$ cat src/rtl/gpio_irq_pkg.sv
package gpio_irq_pkg;

  localparam int ADDR_W = 3;

  localparam logic [ADDR_W-1:0] ADDR_SENSE  = 3'd0;
  localparam logic [ADDR_W-1:0] ADDR_BOTH   = 3'd1;
  localparam logic [ADDR_W-1:0] ADDR_POL    = 3'd2;
  localparam logic [ADDR_W-1:0] ADDR_ARM    = 3'd3;
  localparam logic [ADDR_W-1:0] ADDR_RAW    = 3'd4;
  localparam logic [ADDR_W-1:0] ADDR_MASKED = 3'd5;
  localparam logic [ADDR_W-1:0] ADDR_ACK    = 3'd6;

  typedef struct packed {
    logic wrSense;
    logic wrBoth;
    logic wrPol;
    logic wrArm;
    logic wrAck;
  } regStrobe_t;

endpackage

$ cat src/rtl/gpio_irq_sync.sv
module gpio_irq_sync #(
  parameter int WIDTH  = 8,
  parameter int STAGES = 2
) (
  input  logic             clk,
  input  logic             rstN,
  input  logic [WIDTH-1:0] dIn,
  output logic [WIDTH-1:0] dOut
);

  logic [STAGES-1:0][WIDTH-1:0] chain;

  generate
    if (STAGES == 1) begin : g_single
      always_ff @(posedge clk or negedge rstN) begin
        if (!rstN) chain <= '0;
        else       chain <= dIn;
      end
    end else begin : g_multi
      always_ff @(posedge clk or negedge rstN) begin
        if (!rstN) chain <= '0;
        else       chain <= {chain[STAGES-2:0], dIn};
      end
    end
  endgenerate

  assign dOut = chain[STAGES-1];

endmodule

$ cat src/rtl/gpio_irq_ctrl.sv
module gpio_irq_ctrl
  import gpio_irq_pkg::*;
(
  input  logic              busWr,
  input  logic [ADDR_W-1:0] busAddr,
  output regStrobe_t        strobe
);

  always_comb begin
    strobe = '0;
    if (busWr) begin
      unique case (busAddr)
        ADDR_SENSE: strobe.wrSense = 1'b1;
        ADDR_BOTH:  strobe.wrBoth  = 1'b1;
        ADDR_POL:   strobe.wrPol   = 1'b1;
        ADDR_ARM:   strobe.wrArm   = 1'b1;
        ADDR_ACK:   strobe.wrAck   = 1'b1;
        default:    strobe = '0;
      endcase
    end
  end

endmodule

$ cat src/rtl/gpio_irq_dp.sv
module gpio_irq_dp
  import gpio_irq_pkg::*;
#(
  parameter int NUM_PINS    = 8,
  parameter int SYNC_STAGES = 2
) (
  input  logic                clk,
  input  logic                rstN,
  input  logic [NUM_PINS-1:0] pinIn,
  input  regStrobe_t          strobe,
  input  logic [NUM_PINS-1:0] wrData,
  input  logic [ADDR_W-1:0]   rdSel,
  output logic [NUM_PINS-1:0] rdData,
  output logic [NUM_PINS-1:0] syncPin,
  output logic [NUM_PINS-1:0] rawStatus,
  output logic [NUM_PINS-1:0] senseSel,
  output logic [NUM_PINS-1:0] bothSel,
  output logic [NUM_PINS-1:0] polSel,
  output logic [NUM_PINS-1:0] armMask,
  output logic                irqOut
);

  logic [NUM_PINS-1:0] prevPin;
  logic [NUM_PINS-1:0] rawNext;
  logic [NUM_PINS-1:0] ackVec;
  logic [NUM_PINS-1:0] maskedStatus;

  gpio_irq_sync #(.WIDTH(NUM_PINS), .STAGES(SYNC_STAGES)) sync_i (
    .clk  (clk),
    .rstN (rstN),
    .dIn  (pinIn),
    .dOut (syncPin)
  );

  always_ff @(posedge clk or negedge rstN) begin
    if (!rstN) prevPin <= '0;
    else       prevPin <= syncPin;
  end

  always_ff @(posedge clk or negedge rstN) begin
    if (!rstN) begin
      senseSel <= '0;
      bothSel  <= '0;
      polSel   <= '0;
      armMask  <= '0;
    end else begin
      if (strobe.wrSense) senseSel <= wrData;
      if (strobe.wrBoth)  bothSel  <= wrData;
      if (strobe.wrPol)   polSel   <= wrData;
      if (strobe.wrArm)   armMask  <= wrData;
    end
  end

  assign ackVec = strobe.wrAck ? wrData : '0;

  generate
    for (genvar i = 0; i < NUM_PINS; i++) begin : g_pin
      logic riseHit, fallHit, edgeHit, levelOn;
      assign riseHit = syncPin[i] & ~prevPin[i];
      assign fallHit = ~syncPin[i] & prevPin[i];
      assign edgeHit = bothSel[i] ? (riseHit | fallHit)
                                  : (polSel[i] ? riseHit : fallHit);
      assign levelOn = ~(syncPin[i] ^ polSel[i]);
      assign rawNext[i] = senseSel[i] ? levelOn
                                      : ((rawStatus[i] & ~ackVec[i]) | edgeHit);
    end
  endgenerate

  always_ff @(posedge clk or negedge rstN) begin
    if (!rstN) rawStatus <= '0;
    else       rawStatus <= rawNext;
  end

  assign maskedStatus = rawStatus & armMask;
  assign irqOut       = |maskedStatus;

  always_comb begin
    unique case (rdSel)
      ADDR_SENSE:  rdData = senseSel;
      ADDR_BOTH:   rdData = bothSel;
      ADDR_POL:    rdData = polSel;
      ADDR_ARM:    rdData = armMask;
      ADDR_RAW:    rdData = rawStatus;
      ADDR_MASKED: rdData = maskedStatus;
      default:     rdData = '0;
    endcase
  end

endmodule

$ cat src/rtl/gpio_irq_unit.sv
module gpio_irq_unit
  import gpio_irq_pkg::*;
#(
  parameter int NUM_PINS    = 8,
  parameter int SYNC_STAGES = 2
) (
  input  logic                clk,
  input  logic                rstN,
  input  logic [NUM_PINS-1:0] pinIn,
  input  logic                busWr,
  input  logic [ADDR_W-1:0]   busAddr,
  input  logic [NUM_PINS-1:0] busWdata,
  output logic [NUM_PINS-1:0] busRdata,
  output logic                irqOut
);

  regStrobe_t          strobe;
  logic [NUM_PINS-1:0] syncPin;
  logic [NUM_PINS-1:0] rawStatus;
  logic [NUM_PINS-1:0] senseSel;
  logic [NUM_PINS-1:0] bothSel;
  logic [NUM_PINS-1:0] polSel;
  logic [NUM_PINS-1:0] armMask;

  gpio_irq_ctrl ctrl_i (
    .busWr   (busWr),
    .busAddr (busAddr),
    .strobe  (strobe)
  );

  gpio_irq_dp #(.NUM_PINS(NUM_PINS), .SYNC_STAGES(SYNC_STAGES)) dp_i (
    .clk       (clk),
    .rstN      (rstN),
    .pinIn     (pinIn),
    .strobe    (strobe),
    .wrData    (busWdata),
    .rdSel     (busAddr),
    .rdData    (busRdata),
    .syncPin   (syncPin),
    .rawStatus (rawStatus),
    .senseSel  (senseSel),
    .bothSel   (bothSel),
    .polSel    (polSel),
    .armMask   (armMask),
    .irqOut    (irqOut)
  );

endmodule

$ cat config.mk
export PLATFORM = sky130hd
export DESIGN_NAME = gpio_irq_unit
export DESIGN_NICKNAME = d
export VERILOG_FILES = /design/src/rtl/gpio_irq_pkg.sv /design/src/rtl/gpio_irq_sync.sv /design/src/rtl/gpio_irq_ctrl.sv /design/src/rtl/gpio_irq_dp.sv /design/src/rtl/gpio_irq_unit.sv
export SDC_FILE = /design/constraint.sdc
export NUM_CORES = 1
export LEC_CHECK = 0
export ABC_CLOCK_PERIOD_IN_PS = 3220
export CAP_MARGIN = 20
export CORE_MARGIN = 2
export CORE_UTILIZATION = 60
export CTS_CLUSTER_DIAMETER = 150
export DETAILED_ROUTE_END_ITERATION = 12
export DONT_BUFFER_PORTS = 1
export GPL_ROUTABILITY_DRIVEN = 0
export PLACE_DENSITY = 0.74
export SLEW_MARGIN = 25
export SYNTH_ARGS = -nofsm -noshare
export SYNTH_HDL_FRONTEND = slang
export SYNTH_SLANG_ARGS = --single-unit
$ cat constraint.sdc
create_clock -name clk -period 3.22 [get_ports clk]
set_clock_uncertainty 0.1 [all_clocks]
set_input_delay 0.322 -clock clk [delete_from_list [all_inputs] [get_ports clk]]
set_output_delay 0.322 -clock clk [all_outputs]
set_load 0.02 [all_outputs]
==> out/metrics.yaml, run 1 <==
finalCriticalPeriod_ns: 1.99
synth_top_cell_area_share_pct: 50.5
cts_tree: "done"
p_total_w: 0.00221
drtAntennaViolNets: 0
fp.dieW_um: 76.7
grt_pass1_wl_mm: 9.52
root_buffer: "clkbuf_8"
pwr-share-seq_pct: 49.6
synth_warnings: 0
clk_pin_slew_ns: 0.07
routed_wl_mm: 5.52
synth.distinct_cells: 34
holdWs_ns: 0.0308
io_pins: 31
start_kind: "flip-flop"
drive_gt1_share_pct: 22.4
ir_drop_uv: 511
coreArea_mm2: 0.00511
p_int_w: 0.00160
start_util_pct: 62.1
multiInputGateArea_mm2: 0.00146
synth_ff_type: "dfrtp_1"
rsz0062_at_grt: "no"
viasPerCell: 5.78
first_global_vias: 1928
worstHoldPathType: "in -> reg"
power.share.combinational_pct: 19.4
fin_nets: 296
numCtsBuffers: 9
num_rows: 26
fin_tns_setup_ns: 0
yosysMostFrequentCell: "dfrtp_1"
met2_usage_pct: 32.3
utilization_pct: 69.2
fillers: 379
die_height_um: 76.7
status: "completed"
ys_seq_area_share_pct: 50.5
grt_overflow_total: 0
hold_violations: 0
syn_to_final_growth_pct: 11.4
die_area_mm2: 0.00588
grt_usage_pct: 21.2
drtPass1Iterations: 4
drv_cap: 0
fin_crit_sh_pct: 61.9
grt_antenna_before_repair: 0
port_buffers: 0
drt_iter0_markers: 102
switchingPower_w: 0.000616
p_leak_nw: 1.60
report.final.slew_viol_count: 0
layout.area.seq_mm2: 0.00160
synth_top_cell_by_area: "dfrtp_1"
cts.sinks: 64
grt_util_met3_pct: 5.88
post_cts_resized: 0
syn_nets: 284
dp_hpwl_mm: 3.62
clock_tree.htree_level_count: 3
met1_usage_pct: 28.3
clkLatencyLatePin_ns: 0.33
synth.avg_cell_area_um2: 12.9
max_freq_mhz: 501
cts_buffer_depth: 2
drc: 0
ys_ff_latch: 64
wl_per_cell_um: 16.6
synth_edf_count: 0
syn-instance-count: 246
cp-end-kind: "output pin"
worstSetupPathType: "reg -> out"
power_density_mw_per_mm2: 627
synth_async_sr_flop_share_pct: 100
slew_headroom_pct: 53.6
synth_area_leaders: "dfrtp_1, mux2_2, mux2i_1"
worst_pin_slew_ns: 0.693
top_usage_layer: "met2"
p_clk_share_pct: 31.0
grt_start_max_net_pins: 65
route.vias.total: 1926
setup-violations-final: 0
netlist_area_mm2: 0.00317
final_cells: 333
place_inst: 307
antenna_cells: 0
required_ns: 2.80
synthTopCellsByCount: "dfrtp_1, mux2_2, mux2i_1"
cp_max_fo: 4
cts_setup_buffers: 0
swShare_pct: 27.8
arrival_ns: 1.57
==> cell families after synthesis <==
group,count (synthesis),synth area share [%]
mux,62,21.5
buf+inv,27,3.79
compound gates,41,9.91
simple gates,28,5.80
fa+ha+maj,16,6.31
flops,64,50.5
xor+xnor,8,2.21
==> routing by layer <==
| metal | part of all wire [%] | wire (um) | up-vias |
|---|---|---|---|
| li1 | - | - | 917 |
| met1 | 46 | 2530 | 953 |
| met2 | 47 | 2620 | 47 |
| met3 | 5.2 | 286 | 9 |
| met4 | 1.6 | 88 | 0 |
| met5 | 0 | 0 | - |
==> per-stage QoR <==
stage	cell area [um^2]	worst slack [ns]
detailed placement	3220	1.54
global placement	3220	1.58
finish	3530	1.23
floorplan	3170	1.36
CTS	3530	1.20
global route	3530	1.15
==> power by group through the flow <==
stage / combinational, W / sequential (W) / clock, W
6_report: 0.000429 / 0.00110 / 0.000686
5_1_grt: 0.000479 / 0.00112 / 0.000749
4_1_cts: 0.000434 / 0.00110 / 0.000703
3_5_place_dp: 0.000402 / 0.00111 / 0
3_3_place_gp: 0.000391 / 0.00111 / 0
2_1_floorplan: 0.000373 / 0.00106 / 0
==> what timing repair did <==
| item | CTS | global route |
|---|---|---|
| hold buffers | 10 | 0 |
| endpoints found under the setup margin | 0 | 0 |
| endpoints found under the hold margin | 72 | 0 |
==> final cells by class <==
| cell class | instances | share of cell area [%] |
|---|---|---|
| flip-flops and latches | 64 | 45.3 |
| clock inverters | 3 | 1.13 |
| well taps | 70 | 2.48 |
| repair buffers | 11 | 3.54 |
| inverters | 17 | 1.81 |
| clock buffers | 13 | 4.50 |
| multi-input cells | 155 | 41.2 |
==> flip-flops by register name, summed over array words and instances, names as in the netlist <==
signal / flops
dp_i.armMask: 8
dp_i.bothSel: 8
dp_i.polSel: 8
dp_i.prevPin: 8
dp_i.rawStatus: 8
dp_i.senseSel: 8
dp_i.sync_i.chain: 8
dp_i.sync_i.dOut: 8
==> worst max-delay path, cell delays in order (launching register included) <==
cell,delay [ns]
dfrtp_1,0.43
mux4_2,0.26
inv_1,0.03
o21ai_0,0.50
==> cells in the final DEF, fill, tap and decap left out, drive strengths merged, types with 2 or more instances in the layout <==
master       count
nor2b            2
dfrtp           64
ha              16
mux2            38
o31a             8
clkinv           2
clkbuf          13
xor2             8
nand3            7
o21a             6
dlygate4sd3      9
o22ai            6
buf              2
a22oi            7
nand2           10
nand2b           2
a21boi           8
mux2i           23
inv             17
nand4b           2
==> worst paths after layout <==
path | from | to | slack (ns) | depth (start not counted)
worst min register to register | dp_i.sync_i.chain[7] | dp_i.sync_i.dOut[7] | 0.25 | 0
max in group asynchronous | rstN | dp_i.polSel[5] | 2.33 | 2
worst max-delay path | dp_i.polSel[6] | busRdata[6] | 1.23 | 3
worst min-delay path | busWdata[4] | dp_i.armMask[4] | 0.03 | 1
worst max register to register | dp_i.sync_i.dOut[5] | dp_i.rawStatus[5] | 1.92 | 5
min in group asynchronous | rstN | dp_i.bothSel[6] | 0.43 | 2
Note: power is estimated with default switching activity, not from simulation.
==> run 2: changes to the inputs <==
Settings changed: ABC_CLOCK_PERIOD_IN_PS 3220 to 1600, CORE_UTILIZATION 60 to 57, PLACE_DENSITY 0.74 to 0.73.
Clock period 3.22 ns to 1.6 ns, I/O delays scaled along.
==> out/metrics.yaml, run 2 (same netlist as run 1, synthesis figures left out) <==
clkLatencyLatePin_ns: 0.34
path_buf_inv: 1
grt_start_max_net_pins: 65
rsz0062_at_grt: "yes"
mostFrequentLayoutCells: "dfrtp_1, mux2_2, buf_4"
clk_pin_slew_ns: 0.07
wl_met2_mm: 3.16
wl_met1_mm: 3.02
slowest_stage: "dfrtp_1"
max_freq_mhz: 582
report.final.slew_viol_count: 0
worstHoldPathType: "in -> async"
port_buffers: 0
drc: 0
antenna_cells: 0
route.vias.total: 2118
required_ns: 1.34
fp.dieW_um: 78.6
arrival_ns: 1.46
drtAntennaViolNets: 0
io_pins: 31
ir_drop_uv: 822
slew_headroom_pct: 75.5
status: "finished with violations"
coreArea_mm2: 0.00544
routed_wl_mm: 6.52
start_kind: "flip-flop"
numCtsBuffers: 9
num_rows: 27
path_cells: "mux2_2 -> a22oi_2 -> o22ai_1 -> buf_4"
drt_iter0_markers: 103
fin_crit_sh_pct: 107
drive_gt1_share_pct: 36.1
first_global_vias: 2192
finalCriticalPeriod_ns: 1.72
power_density_mw_per_mm2: 1250
clock_tree.htree_level_count: 3
grt_overflow_total: 0
setup-violations-final: 8
drtPass1Iterations: 4
syn_to_final_growth_pct: 25.3
cp-end-kind: "output pin"
highest_layer: "met4"
cts_buffer_depth: 2
die_area_mm2: 0.00617
p_leak_nw: 1.83
holdWs_ns: -0.591
die_height_um: 78.6
hold_violations: 64
drv_cap: 0
start_util_pct: 58.3
holdBufCountCts: 16
worst_pin_slew_ns: 0.368
grt_pass1_wl_mm: 10.6
worstSetupPathType: "reg -> out"
final_common_cell: "dfrtp_1"
route.met3.wl_um: 217
worst_slack_ns: -0.119
ff2ff_setup_slack_ns: 0.27
cp_max_fo: 3
crit_path_max_incr_delay_ns: 0.41
grt_antenna_before_repair: 0
dp_hpwl_mm: 3.74
cts_tree: "done"
utilization_pct: 73.0
grt_usage_pct: 22.5
viasPerCell: 5.62
violations: "negative hold slack, negative setup slack"
cts.sinks: 64
path_delay_family: "flip-flops"
fin_nets: 338
root_buffer: "clkbuf_8"
wl_per_cell_um: 17.3
## run 2: stage by stage
stage	setup TNS (ns)	instances	power, W	worst slack, ns	instance area (um^2)
6_report	-0.601	377	0.00497	-0.119	3970
5_1_grt	-1.18	377	0.00524	-0.176	3970
4_1_cts	-0.576	372	0.00487	-0.119	3880
3_5_place_dp	0	323	0.00310	0.191	3320
3_3_place_gp	0	323	0.00307	0.210	3320
2_1_floorplan	0	246	0.00289	0.0616	3170
## run 2: final cells by class
type                            count  area [um^2]
Tap cell                           72         90.1
Clock buffer                       11          141
Sequential cell                    64         1600
Fill cell                         372         1470
Clock inverter                      5         80.1
Timing Repair Buffer               53          453
Multi-Input combinational cell    155         1540
Inverter                           17         63.8
## run 2: timing repair
item                                    in CTS  in global routing
pin swaps                                    6                  7
endpoints found under the setup margin       9                  9
hold endpoints to repair                   104                 64
setup buffers                               17                  5
resized for setup                           10                 12
## run 2: final timing paths
check,cells past startpoint,to,from
hold / removal,0,dp_i.rawStatus[4],rstN
max in group asynchronous,0,dp_i.rawStatus[7],rstN
setup / recovery,4,busRdata[2],dp_i.armMask[2]
setup reg to reg,5,dp_i.rawStatus[1],dp_i.sync_i.dOut[1]
hold reg to reg,0,dp_i.sync_i.dOut[3],dp_i.sync_i.chain[3]
min in group clk,2,dp_i.rawStatus[6],busWdata[6]
## run 2: metal layers
layer | track usage, % | up-vias
met5 | 0 | -
met4 | 9.82 | 0
met3 | 6.44 | 12
met2 | 34.0 | 34
met1 | 30.4 | 1072
li1 | - | 1000
## run 2: power by group
group	switching, W	internal, W	leakage [nW]
clock network	0.000617	0.000917	0.106
registers	0.000261	0.00190	0.748
logic	0.000485	0.000788	0.979
